File: src/rtl/hdlc_rx_pkg.sv
package hdlc_rx_pkg;
  localparam int BYTE_W = 8;
  localparam int BCNT_W = $clog2(BYTE_W);

  localparam logic [BYTE_W-1:0] FLAG_CODE  = 8'h7E;
  localparam logic [BYTE_W-1:0] ABORT_CODE = 8'h7F;
  localparam logic [BYTE_W-1:0] ESC_CODE   = 8'h1B;
  localparam logic [5:0]        STUFF_PAT  = 6'h3E;

  // a byte that must be preceded by an escape in the output lane
  function automatic logic is_ctrl(input logic [BYTE_W-1:0] b);
    return (b == FLAG_CODE) || (b == ABORT_CODE) || (b == ESC_CODE);
  endfunction

  // seven ones at the young end of the history
  function automatic logic is_abort(input logic [BYTE_W-1:0] h);
    return (h & ABORT_CODE) == ABORT_CODE;
  endfunction

  // zero directly after five ones
  function automatic logic is_stuffed(input logic [BYTE_W-1:0] h);
    return h[5:0] == STUFF_PAT;
  endfunction
endpackage

File: src/rtl/hdlc_bit_tracker.sv
module hdlc_bit_tracker
  import hdlc_rx_pkg::*;
(
  input  logic clk,
  input  logic rst_n,
  input  logic bit_valid,
  input  logic bit_in,
  output logic flag_hit,
  output logic abort_hit,
  output logic stuff_hit,
  output logic data_take,
  output logic rx_en
);
  logic [BYTE_W-1:0] hist_q;
  logic [BYTE_W-1:0] hist_n;
  logic              rx_en_q;

  assign hist_n    = {hist_q[BYTE_W-2:0], bit_in};
  assign flag_hit  = bit_valid && (hist_n == FLAG_CODE);
  assign abort_hit = bit_valid && !flag_hit && is_abort(hist_n);
  assign stuff_hit = bit_valid && rx_en_q && !flag_hit && !abort_hit && is_stuffed(hist_n);
  assign data_take = bit_valid && rx_en_q && !flag_hit && !abort_hit && !stuff_hit;
  assign rx_en     = rx_en_q;

  always_ff @(posedge clk) begin
    if (!rst_n) begin
      hist_q  <= '0;
      rx_en_q <= 1'b0;
    end else if (bit_valid) begin
      hist_q <= hist_n;
      if (flag_hit)       rx_en_q <= 1'b1;
      else if (abort_hit) rx_en_q <= 1'b0;
    end
  end
endmodule

File: src/rtl/hdlc_byte_asm.sv
module hdlc_byte_asm
  import hdlc_rx_pkg::*;
(
  input  logic              clk,
  input  logic              rst_n,
  input  logic              flag_hit,
  input  logic              data_take,
  input  logic              bit_in,
  output logic [1:0]        push_n,
  output logic [BYTE_W-1:0] push_d0,
  output logic [BYTE_W-1:0] push_d1
);
  logic [BYTE_W-1:0] asm_q;
  logic [BCNT_W-1:0] cnt_q;
  logic [BYTE_W-1:0] shifted;
  logic              byte_done;

  assign shifted   = {bit_in, asm_q[BYTE_W-1:1]};
  assign byte_done = data_take && (cnt_q == BCNT_W'(BYTE_W - 1));

  always_comb begin
    push_n  = 2'd0;
    push_d0 = '0;
    push_d1 = '0;
    if (flag_hit) begin
      push_n  = 2'd1;
      push_d0 = FLAG_CODE;
    end else if (byte_done && is_ctrl(shifted)) begin
      push_n  = 2'd2;
      push_d0 = ESC_CODE;
      push_d1 = shifted;
    end else if (byte_done) begin
      push_n  = 2'd1;
      push_d0 = shifted;
    end
  end

  always_ff @(posedge clk) begin
    if (!rst_n || flag_hit) begin
      asm_q <= '0;
      cnt_q <= '0;
    end else if (byte_done) begin
      asm_q <= '0;
      cnt_q <= '0;
    end else if (data_take) begin
      asm_q <= shifted;
      cnt_q <= cnt_q + BCNT_W'(1);
    end
  end
endmodule

File: src/rtl/hdlc_out_fifo.sv
module hdlc_out_fifo
  import hdlc_rx_pkg::*;
#(
  parameter int DEPTH = 4
) (
  input  logic                       clk,
  input  logic                       rst_n,
  input  logic [1:0]                 push_n,
  input  logic [BYTE_W-1:0]          push_d0,
  input  logic [BYTE_W-1:0]          push_d1,
  input  logic                       rd_ready,
  output logic                       rd_valid,
  output logic [BYTE_W-1:0]          rd_data,
  output logic [$clog2(DEPTH+1)-1:0] level,
  output logic                       wr_ok
);
  localparam int PTR_W = $clog2(DEPTH);
  localparam int LVL_W = $clog2(DEPTH+1);

  logic [BYTE_W-1:0] mem [DEPTH];
  logic [PTR_W-1:0]  wr_ptr_q, rd_ptr_q;
  logic [LVL_W-1:0]  level_q;
  logic [LVL_W-1:0]  free_slots;
  logic              rd_fire;

  assign free_slots = LVL_W'(DEPTH) - level_q;
  assign wr_ok      = (push_n != 2'd0) && (LVL_W'(push_n) <= free_slots);
  assign rd_valid   = (level_q != '0);
  assign rd_fire    = rd_valid && rd_ready;
  assign rd_data    = mem[rd_ptr_q];
  assign level      = level_q;

  always_ff @(posedge clk) begin
    if (wr_ok) begin
      mem[wr_ptr_q] <= push_d0;
      if (push_n == 2'd2) mem[wr_ptr_q + PTR_W'(1)] <= push_d1;
    end
  end

  always_ff @(posedge clk) begin
    if (!rst_n) begin
      wr_ptr_q <= '0;
      rd_ptr_q <= '0;
      level_q  <= '0;
    end else begin
      if (wr_ok)   wr_ptr_q <= wr_ptr_q + PTR_W'(push_n);
      if (rd_fire) rd_ptr_q <= rd_ptr_q + PTR_W'(1);
      level_q <= level_q + (wr_ok ? LVL_W'(push_n) : LVL_W'(0)) - LVL_W'(rd_fire);
    end
  end
endmodule

File: src/rtl/hdlc_rx_deframer.sv
module hdlc_rx_deframer
  import hdlc_rx_pkg::*;
#(
  parameter int FIFO_DEPTH = 4
) (
  input  logic       clk,
  input  logic       rst_n,
  input  logic       bit_valid,
  input  logic       bit_in,
  input  logic       out_ready,
  output logic       out_valid,
  output logic [7:0] out_data
);
  localparam int LVL_W = $clog2(FIFO_DEPTH+1);

  logic              flag_hit, abort_hit, stuff_hit, data_take, rx_en;
  logic [1:0]        push_n;
  logic [BYTE_W-1:0] push_d0, push_d1;
  logic [LVL_W-1:0]  fifo_level;
  logic              wr_ok;

  hdlc_bit_tracker u_track (
    .clk(clk), .rst_n(rst_n), .bit_valid(bit_valid), .bit_in(bit_in),
    .flag_hit(flag_hit), .abort_hit(abort_hit), .stuff_hit(stuff_hit),
    .data_take(data_take), .rx_en(rx_en)
  );

  hdlc_byte_asm u_asm (
    .clk(clk), .rst_n(rst_n), .flag_hit(flag_hit), .data_take(data_take),
    .bit_in(bit_in), .push_n(push_n), .push_d0(push_d0), .push_d1(push_d1)
  );

  hdlc_out_fifo #(.DEPTH(FIFO_DEPTH)) u_fifo (
    .clk(clk), .rst_n(rst_n), .push_n(push_n), .push_d0(push_d0),
    .push_d1(push_d1), .rd_ready(out_ready), .rd_valid(out_valid),
    .rd_data(out_data), .level(fifo_level), .wr_ok(wr_ok)
  );
endmodule

File: config.mk
export PLATFORM = sky130hd
export DESIGN_NAME = hdlc_rx_deframer
export DESIGN_NICKNAME = d
export VERILOG_FILES = /design/src/rtl/hdlc_rx_pkg.sv /design/src/rtl/hdlc_bit_tracker.sv /design/src/rtl/hdlc_byte_asm.sv /design/src/rtl/hdlc_out_fifo.sv /design/src/rtl/hdlc_rx_deframer.sv
export SDC_FILE = /design/constraint.sdc
export NUM_CORES = 1
export LEC_CHECK = 0
export CORE_UTILIZATION = 25
export CTS_CLUSTER_DIAMETER = 80
export DETAILED_ROUTE_END_ITERATION = 8
export PLACE_DENSITY_LB_ADDON = 0.3
export SLEW_MARGIN = 30
export SYNTH_ARGS = -nofsm -noshare
export SYNTH_HDL_FRONTEND = slang
export SYNTH_SLANG_ARGS = --single-unit
File: constraint.sdc
create_clock -name clk -period 3.7 [get_ports clk]
set_clock_uncertainty 0.2 [all_clocks]
set_input_delay 0.37 -clock clk [delete_from_list [all_inputs] [get_ports clk]]
set_output_delay 0.37 -clock clk [all_outputs]
set_load 0.005 [all_outputs]
* Yosys cells after proc, flatten, opt, wreduce, memory -nomap -nowiden
Memory sizes are Yosys's and may differ from the RTL's. A register that Yosys moved wholly into a read port is not among the register bits.
Index checks and enable logic that the tools add are counted.
** Storage, ports and cells
- Memories :: 1
- Memory bits (writable) :: 32
- Input port bits :: 5
- Register bits after elaboration :: 26
- Output and inout bits :: 9
- Logic and storage cells :: 66
** Cells by class
- $lt $le $gt $ge :: 1
- Muxes and demuxes :: 18
- $add $sub $neg :: 7
- Equality and inequality tests :: 8
- Reductions and logical operators :: 24
** Memories
- u_fifo.mem :: depth 4, bits a word 8, read ports 1, clocked after Yosys merged registers in 1, wr ports 2, RTL line hdlc_out_fifo.sv:20 : logic [BYTE_W-1:0] mem [DEPTH];
** Operators by type and width (number)
- $mux W8 :: 5
- $eq A8 B7 Y1 const B :: 3
- $logic_and A1 B1 Y1 :: 12
- $mux W2 :: 5
- $eq A8 B5 Y1 const B :: 1
- $mux W1 :: 8
- $eq A7 B7 Y1 const B :: 1
- $eq A6 B6 Y1 const B :: 1
- $add A2 B1 Y2 const B :: 2
- $logic_not A1 Y1 :: 4
- $reduce_bool A2 Y1 :: 2
- $add A3 B1 Y3 const B :: 1
- $add A3 B3 Y3 :: 1
- $eq A3 B3 Y1 const B :: 1
- $le A2 B3 Y1 :: 1
- $logic_or A1 B1 Y1 :: 3
- $reduce_bool A3 Y1 :: 1
- $sub A3 B1 Y3 :: 1
- $sub A3 B3 Y3 const A :: 1
- $add A2 B2 Y2 :: 1
- $eq A2 B2 Y1 const B :: 1
- $reduce_and A2 Y1 :: 1
- $reduce_or A2 Y1 :: 1

* Depth between registers and ports, before layout
- Depth after elaboration :: 19
- Gate-level depth with buffers :: 16
- Mapped depth without buffers :: 16

* By module
From an unflattened synthesis, not the netlist that was laid out.
** Unflattened totals
- Cell total of the unflattened synthesis :: 251
- Area total of the unflattened synthesis :: 3184.3 µm²
** Modules (own cells, without submodules)
- hdlc_out_fifo :: times used 1, seq. area each 1141.1 µm², cells each 147, area an instance 2177.1 µm²
- hdlc_byte_asm :: times used 1, seq. area each 200.2 µm², cells each 67, area an instance 615.6 µm²
- hdlc_bit_tracker :: times used 1, seq. area each 160.2 µm², cells each 37, area an instance 391.6 µm²

* Least setup slack after synthesis
No wires, ideal clock.
- Path kind :: reg2reg
- Start point :: reg u_asm.asm_q[6]
- End point :: mem u_fifo.mem[0][0], enable pin
- Setup slack :: 0.077 ns
- Path buffers :: 1
- Setup time :: 0.386 ns
- Data required time :: 3.114 ns
- Stages on the path, launching flop included :: 11
- Data arrival time :: 3.037 ns
- Clock period less this slack :: 3.623 ns
- Path through :: dfxtp_1 -> buf_6 -> or4b_4 -> a21oi_4 -> nand2_4 -> inv_1 -> ha_1 -> nor2b_1 -> o211ai_1 -> o21ai_1 -> a211oi_1
** RTL lines
- start, declared :: RTL line hdlc_byte_asm.sv:13 : logic [BYTE_W-1:0] asm_q;
- start signal, assigned :: RTL line hdlc_byte_asm.sv:46 : asm_q <= shifted;
- end, declared :: RTL line hdlc_out_fifo.sv:20

* Worst setup path in the final report
- Start point :: in bit_in
- End point :: reg u_fifo.level_q[2], in the netlist u_fifo.level[2]
** Between the ends
- Longest elaborated chain between the ends :: 19
- Elaborated cells between the ends (all ways) :: 29
- Those cells by class :: add/sub: 2; order compare: 1; eq/ne: 6; mux: 4; reduce/logical: 16
** RTL lines
- start, declared :: RTL line hdlc_rx_deframer.sv:9 : input logic bit_in,
- $eq A8 B7 Y1 :: RTL line hdlc_bit_tracker.sv:19 : assign flag_hit = bit_valid && (hist_n == FLAG_CODE);
- $logic_and A1 B1 Y1 :: RTL line hdlc_bit_tracker.sv:19
- $logic_not A1 Y1 :: RTL line hdlc_bit_tracker.sv:20, hdlc_bit_tracker.sv:21, hdlc_bit_tracker.sv:22
- $logic_and A1 B1 Y1 (2 in a row) :: RTL line hdlc_bit_tracker.sv:20 : assign abort_hit = bit_valid && !flag_hit && is_abort(hist_n);
- $logic_not A1 Y1 :: RTL line hdlc_bit_tracker.sv:21, hdlc_bit_tracker.sv:22
- $logic_and A1 B1 Y1 :: RTL line hdlc_bit_tracker.sv:21, hdlc_bit_tracker.sv:22
- $logic_and A1 B1 Y1 :: RTL line hdlc_bit_tracker.sv:21 : assign stuff_hit = bit_valid && rx_en_q && !flag_hit && !abort_hit && is_stuffed(hist_n);
- $logic_not A1 Y1 :: RTL line hdlc_bit_tracker.sv:22 : assign data_take = bit_valid && rx_en_q && !flag_hit && !abort_hit && !stuff_hit;
- [... 2 more ...]
- $mux W1 / $logic_and A1 B1 Y1 (equally long branches) :: RTL line hdlc_byte_asm.sv:32, hdlc_byte_asm.sv:28
- $mux W2 :: RTL line hdlc_byte_asm.sv:28 : end else if (byte_done && is_ctrl(shifted)) begin
- $mux W2 * :: RTL line hdlc_byte_asm.sv:25 : if (flag_hit) begin
- $le A2 B3 Y1 / $reduce_bool A2 Y1 (equally long branches) :: RTL line hdlc_out_fifo.sv:27 : assign wr_ok = (push_n != 2'd0) && (LVL_W'(push_n) <= free_slots);
- $logic_and A1 B1 Y1 :: RTL line hdlc_out_fifo.sv:27
- $mux W2 * :: RTL line hdlc_out_fifo.sv:48 : level_q <= level_q + (wr_ok ? LVL_W'(push_n) : LVL_W'(0)) - LVL_W'(rd_fire);
- $add A3 B3 Y3 * :: RTL line hdlc_out_fifo.sv:48
- $sub A3 B1 Y3 * :: RTL line hdlc_out_fifo.sv:48
- end signal, assigned :: RTL line hdlc_out_fifo.sv:48
- end, declared :: RTL line hdlc_out_fifo.sv:22 : logic [LVL_W-1:0] level_q;
Every way passes the cells marked *; elsewhere a longest branch is shown, timed or not.
A chain may end at the register's enable or synchronous reset.

==> impl_metrics.py <==
metrics = {
    "detailed_routing": {
        "first_pass_iters": 4,
        "drc": 0,
        "wirelength_um": 5859,
        "top_layer": "met4",
        "routed_via_density": 4.522,
        "antenna_left": 0,
        "wl_per_cell_um": 13.59,
        "drt_iter0_drc": 99,
        "drt-met1-wl_um": 2892,
        "wl_met3_um": 217,
        "num_vias": 1949,
        "wl_met2_um": 2686,
    },
    "sta": {
        "period_share": 0.9208,
        "fmaxAchievable_mhz": 293.5,
        "hold_viol": 0,
        "slew_viol_final": 0,
        "hold_ws_ps": 296.1,
        "relSlewSlack": 0.5625,
        "rsz0062_at_grt": "no",
        "worst_pin_slew_ps": 654.3,
        "fin_crit_ps": 3407,
        "setup_viol": 0,
        "tns_ps": 0,
    },
    "worst_setup_path": {
        "cp.required_ps": 3710,
        "crit_top_cell": "nor2_1",
        "path_delay_family": "adder cells",
        "cp_num_buf_inv": 3,
        "path_cells": "clkdlybuf4s50_1 > and2b_2 > o31ai_1 > nor2_1 > nor2_1 > ha_1 > nand2_1 > o211ai_1 > buf_4 > inv_1 > nor2_1 > ha_1 > fa_1 > xnor2_1 > xnor2_1 > and2_1",
        "worstPathArrival_ps": 3410,
        "worstSetupPathType": "primary input to flop",
        "start_kind": "primary input",
        "cpMaxStageDelayCell": "o31ai_1",
        "cp_max_fo": 6,
        "critical_path.max_stage_delay_ps": 450,
        "crit_path_end_kind": "flop",
    },
    "clocking": {
        "post-cts-setup-buffer-count": 0,
        "cts.hold.buffers_added": 0,
        "cts_root_buffer": "clkbuf_16",
        "cts_buffers": 9,
        "path_clk_slew_ps": 50,
        "tritoncts": "done",
        "cts_num_sinks": 59,
        "cts_max_path_buffers": 2,
        "ctsResizeCount": 0,
        "cts.htree.levels": 3,
        "insertion_delay_ps": 320,
    },
    "layout": {
        "syn2layout_area_growth_pct": 21.30,
        "diodes": 0,
        "drive_gt1_frac": 0.1840,
        "fill_cells": 1152,
        "fin_nets": 299,
    },
    "synth": {
        "synth.distinct_cells": 50,
        "yosysWarnings": 0,
        "netlist_area_um2": 2960,
        "synthArstFlopShare": 0,
        "synthesis.nets": 270,
        "synth_edf_count": 32,
        "ys_seq_area_frac": 0.5072,
        "yosysMostFrequentCell": "edfxtp_1",
        "synth_cells": 254,
        "yosys.area.top_type": "edfxtp_1",
        "syn_area_per_cell_um2": 11.65,
        "ys_seq_elements": 59,
        "synth_top_area_frac": 0.3246,
        "synth_ff_type": "edfxtp_1",
        "synth_common_cells": "edfxtp_1, dfxtp_1, nor2_1",
        "synth_area_leaders": "edfxtp_1, dfxtp_1, mux4_2, mux2i_1, ha_1",
    },
    "global_route": {
        "grt_usage": 0.1033,
        "grt_pass1_vias": 1936,
        "antenna_found_initial": 0,
        "grt.overflow.total": 0,
        "grt_pass1_wl_um": 9839,
        "grt_max_degree": 22,
    },
    "power": {
        "leakage_nw": 1.485,
        "power-per-cell-area_nw_per_um2": 499.7,
        "vdd_drop_max_mv": 0.2360,
    },
    "status": {
        "status": "complete, no violations",
    },
    "floorplan": {
        "ios": 14,
        "initial_core_util": 0.2582,
        "die_y_um": 110.8,
        "rows": 39,
        "core_um2": 11470,
        "die_x_um": 110.8,
        "die_area_um2": 12280,
    },
    "worst_hold_path": {
        "min_path_type": "flop to flop",
    },
    "place": {
        "routabilityCongestion": 0.7667,
        "dp_hpwl_um": 4159,
        "portBuffers": 13,
    },
    "job": {
        "cap_viol_max_count": 0,
    },
}
[state kept, by name, summed over array words and instances, names as in the netlist, named ones only]
signal / cells
u_fifo.wr_ptr_q: 2
u_track.hist_q: 7
u_track.rx_en: 1
u_fifo.rd_ptr_q: 2
u_asm.cnt_q: 3
u_asm.asm_q: 7
u_fifo.mem: 32
u_fifo.level: 3
[placed cells by master, fill, tap and decap left out, types with 12 or more instances in the layout]
cell             netlist  final
nor2b_1               12     12
mux2i_1               16     16
a21oi_1               14     14
edfxtp_1              32     32
dfxtp_1               27     27
inv_1                 15     15
buf_4                  0     18
nor2_1                21     21
clkdlybuf4s50_1        0     13
a21o_1                13     13
[worst register-to-register path: stages (launching register included)]
cell and delay, ps:
dfxtp_1 320, ha_1 200, ha_1 180, and3_2 220, o31a_1 140, nand2_4 80
inv_1 50, ha_1 290, nor2b_1 130, o211ai_1 190, nand2_1 90, ha_1 280
inv_1 50, fa_1 420, xnor2_1 140, xnor2_1 120, and2_1 140
[cell families after synthesis]
family,Yosys count,share of synthesized area
compound gates,43,0.09806
xor+xnor,5,0.01479
mux,28,0.1314
simple gates,80,0.1547
buf+inv,28,0.04480
flops,59,0.5072
fa+ha+maj,11,0.04903
[layer usage]
metal,vias up,GRT usage
met2,29,0.1582
met3,6,0.02679
li1,975,-
met1,939,0.1378
met5,-,0
met4,0,0.04356
[final cells by class]
type / count / area (um2) / area share
well taps: 143 / 178.9 / 0.04983
repair buffers: 31 / 265.3 / 0.07387
clock buffers: 11 / 232.7 / 0.06481
multi-input cells: 167 / 1326 / 0.3693
clock inverters: 5 / 30.03 / 0.008362
inverters: 15 / 56.30 / 0.01568
flip-flops and latches: 59 / 1501 / 0.4181
[path summary, 6_finish.rpt]
| kind | end | slack, ps | cells past startpoint | start |
|---|---|---|---|---|
| hold / removal | u_asm.cnt_q[1]$_SDFFE_PP0P_ | 300 | 2 | u_asm.cnt_q[1]$_SDFFE_PP0P_ |
| hold reg to reg | u_asm.cnt_q[1]$_SDFFE_PP0P_ | 300 | 2 | u_asm.cnt_q[1]$_SDFFE_PP0P_ |
| setup reg to reg | u_fifo.level[2]$_SDFF_PN0_ | 360 | 16 | u_asm.cnt_q[0]$_SDFFE_PP0P_ |
| setup / recovery | u_fifo.level[2]$_SDFF_PN0_ | 290 | 16 | bit_in |
[power by group]
part | internal, mW | switching [mW] | total, mW | leakage, nW
Clock | 0.448 | 0.271 | 0.719 | 0.127
Combinational | 0.180 | 0.137 | 0.317 | 0.795
Sequential | 0.714 | 0.0441 | 0.759 | 0.563
Total | 1.34 | 0.451 | 1.79 | 1.48
[stage by stage]
step	util	power, mW	cells	area (um2)	setup WS [ps]
floorplan	-	0.9786	254	2960	76.82
global placement	0.2902	1.099	415	3328	-3.981
detailed placement	0.2902	1.101	415	3328	-16.16
CTS	0.3131	1.827	431	3591	301.4
global route	0.3131	1.899	431	3591	114.5
finish	0.3131	1.794	431	3591	293.2
Power figures use the tool's default switching activity.
